--- config.mk ---
export PLATFORM = sky130hd
export DESIGN_NAME = bkpt_match_unit
export DESIGN_NICKNAME = d
export VERILOG_FILES = /design/src/rtl/bkpt_pkg.sv /design/src/rtl/bkpt_regfile.sv /design/src/rtl/bkpt_slot_cmp.sv /design/src/rtl/bkpt_status.sv /design/src/rtl/bkpt_match_unit.sv
export SDC_FILE = /design/constraint.sdc
export NUM_CORES = 1
export LEC_CHECK = 0
export BUFFER_PORTS_ARGS = -buffer_cell sky130_fd_sc_hd__buf_2
export CAP_MARGIN = 5
export CORE_ASPECT_RATIO = 1.25
export CORE_UTILIZATION = 30
export CTS_CLUSTER_DIAMETER = 100
export DETAILED_ROUTE_END_ITERATION = 8
export HOLD_SLACK_MARGIN = 0.08
export PLACE_DENSITY_LB_ADDON = 0.2
export SYNTH_ARGS = -nofsm -noshare
export SYNTH_HDL_FRONTEND = slang
export SYNTH_HIERARCHICAL = 1
export SYNTH_SLANG_ARGS = --single-unit
export TNS_END_PERCENT = 5
--- constraint.sdc ---
create_clock -name clk -period 4.63 [get_ports clk]
set_clock_uncertainty 0.2 [all_clocks]
set_input_delay 0.463 -clock clk [delete_from_list [all_inputs] [get_ports clk]]
set_output_delay 0.463 -clock clk [all_outputs]
set_load 0.02 [all_outputs]
--- src/rtl/bkpt_pkg.sv ---
package bkpt_pkg;

   // Kinds of access seen on the watched bus
   typedef enum logic [2:0] {
      ACC_FETCH = 3'd0,
      ACC_READ  = 3'd1,
      ACC_WRITE = 3'd2,
      ACC_PIN   = 3'd3,
      ACC_POUT  = 3'd4
   } acc_kind_e;

   // Per-slot access-kind code
   typedef enum logic [1:0] {
      TYP_FETCH = 2'b00,
      TYP_WR    = 2'b01,
      TYP_PORT  = 2'b10,
      TYP_RW    = 2'b11
   } bp_type_e;

   // Per-slot length code
   typedef enum logic [1:0] {
      LEN_1     = 2'b00,
      LEN_2     = 2'b01,
      LEN_UNDEF = 2'b10,
      LEN_4     = 2'b11
   } bp_len_e;

   typedef struct packed {
      logic     armed;
      bp_type_e typ;
      bp_len_e  len;
   } slot_cfg_t;

   localparam int          REG_W          = 32;
   localparam int          SEL_W          = 3;
   localparam int          PRIV_W         = 2;
   localparam int          MAX_SLOTS      = 4;
   localparam int          STAT_HIT_W     = MAX_SLOTS;
   localparam int          CTRL_FIELD_LSB = 16;
   localparam int          CTRL_FIELD_W   = 4;
   localparam int          EXT_DE_BIT     = 3;
   localparam logic [31:0] CTRL_KEEP_MASK = 32'hFFFF_23FF;

   localparam logic [SEL_W-1:0]  SEL_CTRL = 3'd4;
   localparam logic [SEL_W-1:0]  SEL_STAT = 3'd5;
   localparam logic [SEL_W-1:0]  SEL_EXT  = 3'd6;
   localparam logic [PRIV_W-1:0] PRIV_TOP = 2'd0;

   // Pull one slot's enables and fields out of the control word
   function automatic slot_cfg_t decode_slot(input logic [REG_W-1:0] ctrl, input int idx);
      slot_cfg_t c;
      c.armed = ctrl[2*idx] | ctrl[2*idx+1];
      c.typ   = bp_type_e'(ctrl[CTRL_FIELD_LSB + CTRL_FIELD_W*idx +: 2]);
      c.len   = bp_len_e'(ctrl[CTRL_FIELD_LSB + CTRL_FIELD_W*idx + 2 +: 2]);
      return c;
   endfunction

endpackage

--- src/rtl/bkpt_regfile.sv ---
module bkpt_regfile
   import bkpt_pkg::*;
#(
   parameter int NUM_SLOTS = 4,
   parameter int ADDR_W    = 32,
   parameter int RDATA_REG = 0
) (
   input  logic                              clk,
   input  logic                              rst_n,
   input  logic                              reg_en,
   input  logic                              reg_we,
   input  logic [SEL_W-1:0]                  reg_sel,
   input  logic [PRIV_W-1:0]                 reg_priv,
   input  logic [REG_W-1:0]                  reg_wdata,
   input  logic [REG_W-1:0]                  status_view,
   output logic [NUM_SLOTS-1:0][ADDR_W-1:0]  slot_addr,
   output logic [REG_W-1:0]                  ctrl_q,
   output logic                              ext_de,
   output logic                              status_wr,
   output logic [REG_W-1:0]                  reg_rdata,
   output logic                              reg_err
);

   logic             granted;
   logic             wr_ok;
   logic             rd_ok;
   logic [REG_W-1:0] rd_mux;

   assign granted   = reg_en && (reg_priv == PRIV_TOP);
   assign wr_ok     = granted && reg_we;
   assign rd_ok     = granted && !reg_we;
   assign reg_err   = reg_en && !granted;
   assign status_wr = wr_ok && (reg_sel == SEL_STAT);

   // One address register per slot
   for (genvar g = 0; g < NUM_SLOTS; g++) begin : g_slot_reg
      always_ff @(posedge clk or negedge rst_n) begin
         if (!rst_n)
            slot_addr[g] <= '0;
         else if (wr_ok && (reg_sel == SEL_W'(g)))
            slot_addr[g] <= reg_wdata[ADDR_W-1:0];
      end
   end

   always_ff @(posedge clk or negedge rst_n) begin
      if (!rst_n)
         ctrl_q <= '0;
      else if (wr_ok && (reg_sel == SEL_CTRL))
         ctrl_q <= reg_wdata & CTRL_KEEP_MASK;
   end

   always_ff @(posedge clk or negedge rst_n) begin
      if (!rst_n)
         ext_de <= 1'b0;
      else if (wr_ok && (reg_sel == SEL_EXT))
         ext_de <= reg_wdata[EXT_DE_BIT];
   end

   always_comb begin
      rd_mux = '0;
      if (rd_ok) begin
         case (reg_sel)
            SEL_CTRL: rd_mux = ctrl_q;
            SEL_STAT: rd_mux = status_view;
            SEL_EXT:  rd_mux = REG_W'(ext_de) << EXT_DE_BIT;
            default: begin
               for (int i = 0; i < NUM_SLOTS; i++)
                  if (reg_sel == SEL_W'(i))
                     rd_mux = REG_W'(slot_addr[i]);
            end
         endcase
      end
   end

   // Read path: combinational or one register stage
   if (RDATA_REG != 0) begin : g_rd_flop
      always_ff @(posedge clk or negedge rst_n) begin
         if (!rst_n)
            reg_rdata <= '0;
         else
            reg_rdata <= rd_mux;
      end
   end else begin : g_rd_comb
      assign reg_rdata = rd_mux;
   end

endmodule

--- src/rtl/bkpt_slot_cmp.sv ---
module bkpt_slot_cmp
   import bkpt_pkg::*;
#(
   parameter int ADDR_W = 32
) (
   input  logic [ADDR_W-1:0] slot_addr,
   input  slot_cfg_t         cfg,
   input  logic              ext_de,
   input  logic              acc_valid,
   input  logic [ADDR_W-1:0] acc_addr,
   input  acc_kind_e         acc_kind,
   output logic              hit
);

   logic [ADDR_W-1:0] care;
   logic              len_ok;
   logic              kind_ok;
   logic              addr_eq;

   // Length picks which low address bits take part in the compare
   always_comb begin
      care   = '1;
      len_ok = 1'b1;
      case (cfg.len)
         LEN_1: care = '1;
         LEN_2: care = {{(ADDR_W-1){1'b1}}, 1'b0};
         LEN_4: care = {{(ADDR_W-2){1'b1}}, 2'b00};
         default: begin
            care   = '0;
            len_ok = 1'b0;
         end
      endcase
   end

   always_comb begin
      case (cfg.typ)
         TYP_FETCH: kind_ok = (acc_kind == ACC_FETCH);
         TYP_WR:    kind_ok = (acc_kind == ACC_WRITE);
         TYP_PORT:  kind_ok = ext_de && ((acc_kind == ACC_PIN) || (acc_kind == ACC_POUT));
         default:   kind_ok = (acc_kind == ACC_READ) || (acc_kind == ACC_WRITE);
      endcase
   end

   assign addr_eq = (((acc_addr ^ slot_addr) & care) == '0);
   assign hit     = acc_valid && cfg.armed && len_ok && kind_ok && addr_eq;

endmodule

--- src/rtl/bkpt_status.sv ---
module bkpt_status
   import bkpt_pkg::*;
#(
   parameter int NUM_SLOTS = 4
) (
   input  logic                  clk,
   input  logic                  rst_n,
   input  logic [NUM_SLOTS-1:0]  hits,
   input  logic                  status_wr,
   input  logic [REG_W-1:0]      wdata,
   output logic [STAT_HIT_W-1:0] hit_bits,
   output logic [REG_W-1:0]      status_view,
   output logic                  trap_req
);

   logic [STAT_HIT_W-1:0] hits_wide;
   logic [STAT_HIT_W-1:0] base;

   assign hits_wide = STAT_HIT_W'(hits);
   assign base      = status_wr ? wdata[STAT_HIT_W-1:0] : hit_bits;

   // Sticky record; a hit always survives a same-cycle software write
   always_ff @(posedge clk or negedge rst_n) begin
      if (!rst_n) begin
         hit_bits <= '0;
         trap_req <= 1'b0;
      end else begin
         hit_bits <= base | hits_wide;
         trap_req <= |hits;
      end
   end

   assign status_view = {{(REG_W-STAT_HIT_W){1'b1}}, hit_bits};

endmodule

--- src/rtl/bkpt_match_unit.sv ---
module bkpt_match_unit
   import bkpt_pkg::*;
#(
   parameter int NUM_SLOTS = 4,
   parameter int ADDR_W    = 32,
   parameter int RDATA_REG = 0
) (
   input  logic              clk,
   input  logic              rst_n,
   input  logic              acc_valid,
   input  logic [ADDR_W-1:0] acc_addr,
   input  logic [2:0]        acc_kind,
   input  logic              reg_en,
   input  logic              reg_we,
   input  logic [2:0]        reg_sel,
   input  logic [1:0]        reg_priv,
   input  logic [31:0]       reg_wdata,
   output logic [31:0]       reg_rdata,
   output logic              reg_err,
   output logic              trap_req
);

   // Elaboration-time parameter checks
   if (NUM_SLOTS < 1 || NUM_SLOTS > MAX_SLOTS) begin : g_bad_slots
      $error("NUM_SLOTS must be 1..4");
   end
   if (ADDR_W < 2 || ADDR_W > REG_W) begin : g_bad_addr
      $error("ADDR_W must be 2..32");
   end

   logic [NUM_SLOTS-1:0][ADDR_W-1:0] slot_addr;
   logic [REG_W-1:0]                 ctrl_q;
   logic                             ext_de;
   logic                             status_wr;
   logic [REG_W-1:0]                 status_view;
   logic [STAT_HIT_W-1:0]            hit_bits;
   logic [NUM_SLOTS-1:0]             hits;
   acc_kind_e                        kind_e;

   assign kind_e = acc_kind_e'(acc_kind);

   bkpt_regfile #(
      .NUM_SLOTS (NUM_SLOTS),
      .ADDR_W    (ADDR_W),
      .RDATA_REG (RDATA_REG)
   ) u_regs (
      .clk         (clk),
      .rst_n       (rst_n),
      .reg_en      (reg_en),
      .reg_we      (reg_we),
      .reg_sel     (reg_sel),
      .reg_priv    (reg_priv),
      .reg_wdata   (reg_wdata),
      .status_view (status_view),
      .slot_addr   (slot_addr),
      .ctrl_q      (ctrl_q),
      .ext_de      (ext_de),
      .status_wr   (status_wr),
      .reg_rdata   (reg_rdata),
      .reg_err     (reg_err)
   );

   for (genvar g = 0; g < NUM_SLOTS; g++) begin : g_cmp
      slot_cfg_t cfg;
      assign cfg = decode_slot(ctrl_q, g);

      bkpt_slot_cmp #(
         .ADDR_W (ADDR_W)
      ) u_cmp (
         .slot_addr (slot_addr[g]),
         .cfg       (cfg),
         .ext_de    (ext_de),
         .acc_valid (acc_valid),
         .acc_addr  (acc_addr),
         .acc_kind  (kind_e),
         .hit       (hits[g])
      );
   end

   bkpt_status #(
      .NUM_SLOTS (NUM_SLOTS)
   ) u_status (
      .clk         (clk),
      .rst_n       (rst_n),
      .hits        (hits),
      .status_wr   (status_wr),
      .wdata       (reg_wdata),
      .hit_bits    (hit_bits),
      .status_view (status_view),
      .trap_req    (trap_req)
   );

endmodule

# ---- Yosys cells after proc, flatten, opt, wreduce, memory -nomap -nowiden
# Index checks and enable logic that the tools add are counted.
dict set report totals {
  inputBits 77
  regBits 161
}
dict set report classes {
  reduce_logical 52
  n_eq_ne 26
  muxes 19
  bitwise 13
}
# op n
set op_table {}
lappend op_table {{$pmux W32 S3} 5}
lappend op_table {{$mux W32} 5}
lappend op_table {{$and A32 B32 Y32} 4}
lappend op_table {{$logic_not A32 Y1} 4}
lappend op_table {{$xor A32 B32 Y32} 4}
lappend op_table {{$logic_and A1 B1 Y1} 28}
lappend op_table {{$logic_not A2 Y1} 9}
lappend op_table {{$eq A2 B1 Y1 const B} 8}
lappend op_table {{$eq A2 B2 Y1 const B} 8}
lappend op_table {{$eq A3 B2 Y1 const B} 4}
lappend op_table {{$eq A3 B3 Y1 const B} 4}
lappend op_table {{$pmux W1 S3} 4}
lappend op_table {{$reduce_or A3 Y1} 4}
lappend op_table {{$eq A3 B1 Y1 const B} 2}
lappend op_table {{$logic_not A3 Y1} 2}
lappend op_table {{$mux W1} 4}
lappend op_table {{$mux W4} 1}
lappend op_table {{$or A1 B1 Y1} 4}
lappend op_table {{$or A4 B4 Y4} 1}
lappend op_table {{$reduce_or A4 Y1} 1}
lappend op_table {{$logic_not A1 Y1} 2}
lappend op_table {{$logic_or A1 B1 Y1} 2}

# ---- Depth between registers and ports, before layout
# Gate-level depths: netlist of run 1.
dict set report logic_depth {
  depth_word 7
  depth_mapped 7
  ltp_nobuf 5
}

# ---- Modules after synthesis
# The synthesis of run 1 kept the hierarchy.
# module cells_per_inst seq_area_each_um2 area_each_um2 n_inst
set modules_own_cells {}
lappend modules_own_cells {bkpt_regfile 566 3903.7 7633.6 1}
lappend modules_own_cells {bkpt_slot_cmp 54 0.0 431.7 4}
lappend modules_own_cells {bkpt_status 47 125.1 437.9 1}
lappend modules_own_cells {bkpt_match_unit 4 0.0 25.0 1}

# ---- Worst setup path after synthesis of run 1
# Ideal clock, no wire load.
dict set report synth_path {
  kind {input-to-output}
  from {input port reg_sel[1]}
  to {output port reg_rdata[3]}
  slack_ns 2.156
  cell_stages 7
  arrival_ns 1.811
  n_path_buf 3
  cell_sequence {buf_2 -> buf_2 -> buf_4 -> mux2i_1 -> nor2_1 -> a31oi_1 -> a211oi_1}
}
dict set report synth_between {
  elab_chain_cells 7
}
# item line
set synth_lines {}
lappend synth_lines {{start, declared} bkpt_match_unit.sv:15} ;# input logic [2:0] reg_sel,
lappend synth_lines {{$logic_not A3 Y1} bkpt_regfile.sv:68} ;# if (reg_sel == SEL_W'(i))
lappend synth_lines {{$mux W32 (4 in a row)} bkpt_regfile.sv:68}
lappend synth_lines {{$pmux W32 S3 (*)} bkpt_regfile.sv:62} ;# case (reg_sel)
lappend synth_lines {{$mux W32 (*)} bkpt_regfile.sv:61} ;# if (rd_ok) begin
lappend synth_lines {{end, declared} bkpt_match_unit.sv:18} ;# output logic [31:0] reg_rdata,
# Mark *: on every way between the ends. The rest lies on a longest branch, timed or not.

# ---- Worst setup path after layout of run 1
dict set report layout_path {
  from {input port reg_sel[1]}
  to {output port reg_rdata[16]}
}
# Same word-level chain as after synthesis.

==> impl_metrics.yaml, run 1 <==
worst_setup_path:
  worst-setup-path-type: "in -> out"
  setup.worst_path.end_class: "primary output"
  start_kind: "primary input"
  required_ns: 3.97
  reg2reg_depth: 5
  startpoint: "reg_sel[1]"
  cp_data_arrival_time_ns: 2.55
  cp_max_fo: 45
  r2r-start: "u_regs/slot_addr[50]"
final_layout:
  final_common_cell: "mux2_2"
  layout_common_cells: "232 x mux2_2, 161 x dfrtp_1, 108 x buf_2"
  area_growth_pct: 15.63
  instances_no_fill: 1354
  fin_nets: 1005
  drive_gt1_share_pct: 43.25
die:
  io_pins: 111
  fp.dieH_um: 203.9
  coreArea_um2: 31970
  start_util_pct: 30.60
  rows: 73
  die_area_um2: 33340
  die-width_um: 163.5
synthesis:
  yosysWarnings: 6
  syn_area_per_cell_um2: 11.83
  synth_cells: 827
  syn_area_um2: 9782
global_route:
  grt_max_degree: 88
  use_met3_pct: 2.861
  grt_usage_pct: 18.19
  antenna_found_initial: 2
  gr-max-usage-layer: "met2"
  met2_usage_pct: 30.58
  grt_use_met1_pct: 24.02
  grt_first_pass_wirelength_um: 44350
  grt_pass1_vias: 7004
  overflow: 0
timing:
  worst_pin_slew_ns: 0.8954
  finalSetupViolCount: 0
  max_freq_ghz: 0.3108
  slew_violations: 0
  rsz0062_at_grt: "no"
  tns_ns: 0
  holdWs_ns: 0.1142
  period_needed_ns: 3.217
  max_slew_margin_pct: 40.30
  setup_slack_ns: 1.413
  fin_crit_sh_pct: 69.49
  hold_violations: 0
cts:
  cts_num_sinks: 161
  cts_tree: "built"
  insertion_delay_ns: 0.44
  cts_buffers: 17
  cts_resized: 0
  clkTransAtPathRegs_ns: 0.06
  ctsHtreeMaxLevel: 4
  clockBufferDepth: 2
  cts-root-buf: "clkbuf_16"
hold_path:
  hold_path.class: "in -> reg"
  whs_path_depth: 2
  worstHoldStart: "reg_wdata[12]"
placement:
  hpwl_um: 20970
  dp.cells: 1318
  port_buffers: 110
  pre_cts_ws_ns: 1.349
  gp_routability_congestion: 0.8307
detailed_routing:
  viasPerCell: 4.904
  drc: 0
  vias: 6640
  postRouteAntennaNets: 0
  drt_iter0_markers: 286
  wl_per_cell_um: 21.58
  dr.pass1.iters: 6
  drt-total-wl_um: 29230
pwr:
  p_sw_share_pct: 28.37
  power_leakage_nw: 5.182
  power_density_nw_per_um2: 363.9
  clkPwrFrac_pct: 38.2
  ir_drop_mv: 0.2492
  p_sw_w: 0.001168
  power_w: 0.004116
  pwr-share-seq_pct: 43.0
  p_int_w: 0.002948
  comb_power_share_pct: 18.7
status:
  status: "finished clean"
flow_run:
  maxCapViolations: 0
## critical path, cell delays in order
cell     delay [ns]
buf_4          0.50
buf_4          0.51
mux2_2         0.40
a22oi_1        0.20
a21oi_1        0.14
buf_2          0.23
## worst paths after layout
| path | to | slack (ns) |
|---|---|---|
| worst max-delay path | reg_rdata[16] | 1.41 |
| worst min-delay path | u_regs/slot_addr[108] | 0.11 |
| worst max register to register | u_status/trap_req | 2.20 |
| worst min register to register | u_regs/ctrl_q[9] | 0.30 |
| max in group asynchronous | u_regs/slot_addr[121] | 2.79 |
| min in group asynchronous | u_regs/slot_addr[80] | 0.44 |
## timing repair
item / in CTS / in global routing
hold buffers: 3 / 0
hold endpoints to repair: 76 / 0
setup buffers: 0 / 0
## per-stage QoR
step	utilization [%]	instance area [um2]
floorplan	-	9883
global placement	33.24	10630
detailed placement	33.24	10630
CTS	35.37	11310
global route	35.37	11310
finish	35.38	11310
## registers in the layout (all words and copies together) (netlist names)
register / flops
u_regs/ext_de: 1
u_status/trap_req: 1
u_regs/slot_addr: 128
u_regs/ctrl_q: 27
u_status/hit_bits: 4
## layer usage
metal | wire [um] | vias up
met1 | 13060 | 3365
met3 | 1090 | 19
met4 | 373 | 2
met2 | 14690 | 120
met5 | 11 | -
li1 | - | 3134
## power groups by stage
| stage | combinational [W] | sequential [W] | clock, W |
|---|---|---|---|
| finish | 0.000770 | 0.00177 | 0.00157 |
| global placement | 0.000769 | 0.00180 | 0 |
| detailed placement | 0.000772 | 0.00180 | 0 |
| CTS | 0.000779 | 0.00177 | 0.00162 |
| floorplan | 0.000559 | 0.00174 | 0 |
| global route | 0.000840 | 0.00180 | 0.00167 |
## final cells by class
class,instances,area (um2)
multi-input combinational,616,5391
sequential,161,4029
clock inverter,13,197.7
tap,412,515.5
inverter,6,22.52
fill,3237,20660
clock buffer,19,452.9
antenna,1,2.502
timing repair buffer,126,699.4
No activity file was read; power rests on OpenSTA's default activity.
==> run 2: changes to the inputs <==
==> constraint.sdc (replaced) <==
create_clock -name clk -period 3.3 [get_ports clk]
set_clock_uncertainty 0.2 [all_clocks]
set_input_delay 0.33 -clock clk [delete_from_list [all_inputs] [get_ports clk]]
set_output_delay 0.33 -clock clk [all_outputs]
set_load 0.02 [all_outputs]
==> impl_metrics.yaml, run 2 (same netlist as run 1, synthesis figures left out) <==
detailed_routing:
  drt-total-wl_um: 29320
  drt_iter0_markers: 324
  dr.pass1.iters: 6
  wl_per_cell_um: 21.03
  postRouteAntennaNets: 0
  vias: 6772
  viasPerCell: 4.858
  drc: 0
die:
  start_util_pct: 30.60
  rows: 73
  io_pins: 111
  die-width_um: 163.5
  coreArea_um2: 31970
  die_area_um2: 33340
  fp.dieH_um: 203.9
pwr:
  ir_drop_mv: 0.2249
  power_density_nw_per_um2: 490.0
  power_leakage_nw: 5.342
placement:
  placed_cell_area_um2: 10740
  gp_routability_congestion: 0.8124
  hpwl_um: 21560
  port_buffers: 110
  pre_cts_ws_ns: 0.5812
global_route:
  grt_max_degree: 65
  grt_first_pass_wirelength_um: 45320
  grt_usage_pct: 18.63
  antenna_found_initial: 2
  grt_pass1_vias: 7258
  overflow: 0
final_layout:
  multi_input_area_um2: 5391
  drive_gt1_share_pct: 42.30
  fin_nets: 1046
  area_growth_pct: 19.44
  fin_area_um2: 11680
  regMostFlops: "u_regs/slot_addr"
  largest_reg_flops: 128
  seq_area_um2: 4029
  nFillCells: 3244
  layout_common_cells: "232 x mux2_2, 161 x dfrtp_1, 108 x buf_2"
  reg.largest.list: "u_regs/slot_addr: 128 flops, u_regs/ctrl_q: 27 flops, u_status/hit_bits: 4 flops"
  final_util_pct: 36.55
  final_common_cell: "mux2_2"
cts:
  cts_tree: "built"
  cts_buffers: 17
  cts_num_sinks: 161
  cts_setup_buffers: 0
  cts-root-buf: "clkbuf_16"
  ctsHtreeMaxLevel: 4
  cts_resized: 0
  cts_hold_buf: 33
  clkTransAtPathRegs_ns: 0.06
  clockBufferDepth: 2
  insertion_delay_ns: 0.45
worst_setup_path:
  reg2reg_depth: 5
  regToRegSetupSlack_ns: 0.70
  cp_data_arrival_time_ns: 2.16
  slowest_delay_ns: 0.62
  setup.worst_path.end: "reg_rdata[18]"
  worst-setup-path-type: "in -> out"
  critical-path-top-delay-family: "buffers and inverters"
  reg2reg_to: "u_status/trap_req"
  required_ns: 2.77
  cp.depth: 6
  path_common_cell: "buf_4"
  critPathBufInv: 3
  crit_path_cell_trace: "buf_4 > buf_4 > mux2_2 > a22oi_1 > a21oi_1 > buf_2"
  startpoint: "reg_sel[1]"
  r2r-start: "u_regs/slot_addr[86]"
  cp_max_fo: 55
  setup.worst_path.end_class: "primary output"
  crit_path_top_delay_cell: "buf_4"
  start_kind: "primary input"
timing:
  finalSetupViolCount: 0
  hold_violations: 0
  rsz0062_at_grt: "no"
  max_slew_margin_pct: 45.59
  fin_crit_sh_pct: 81.59
  max_freq_ghz: 0.3714
  tns_ns: 0
  worst_pin_slew_ns: 0.8161
  setup_slack_ns: 0.6075
  slew_violations: 0
  period_needed_ns: 2.693
  holdWs_ns: 0.2490
hold_path:
  hold_path.class: "in -> async"
flow_run:
  maxCapViolations: 0
status:
  status: "finished clean"
[run 2: routing by layer]
metal  vias to the layer above  track usage, %  routed length [um]
met2                       129           31.02               14490
met5                         -               0                  12
met1                      3391           23.77               12960
li1                       3215               -                   -
met4                         2           7.407                 741
met3                        35           3.247                1109
[run 2: worst min-delay path by stage]
stage	cells after the start	from	endpoint	slack, ns
3_3_place_gp	1	rst_n	u_regs/slot_addr[80]	0.18
6_report	2	rst_n	u_regs/slot_addr[80]	0.25
3_5_place_dp	1	rst_n	u_regs/slot_addr[80]	0.18
2_1_floorplan	0	rst_n	u_regs/ctrl_q[0]	-0.17
4_1_cts	2	rst_n	u_regs/slot_addr[80]	0.26
5_1_grt	2	rst_n	u_regs/slot_addr[80]	0.31
[run 2: power breakdown]
group | total (W) | internal [W] | switching (W)
Combinational | 0.00111 | 0.000609 | 0.000501
Sequential | 0.00250 | 0.00224 | 0.000261
Clock | 0.00212 | 0.00127 | 0.000851
[run 2: through the flow]
step / total power [W] / std cells
after global placement: 0.003611 / 1329
after CTS: 0.005806 / 1393
final: 0.005725 / 1394
after global routing: 0.006005 / 1393
after floorplan: 0.003225 / 854
after detailed placement: 0.003619 / 1329
[run 2: layout make-up]
class	count	share of cell area (%)
timing repair buffer	167	9.477
sequential	161	34.48
tap	412	4.412
antenna	1	0.02142
clock inverter	12	1.564
inverter	6	0.1928
multi-input combinational	616	46.14
clock buffer	19	3.705
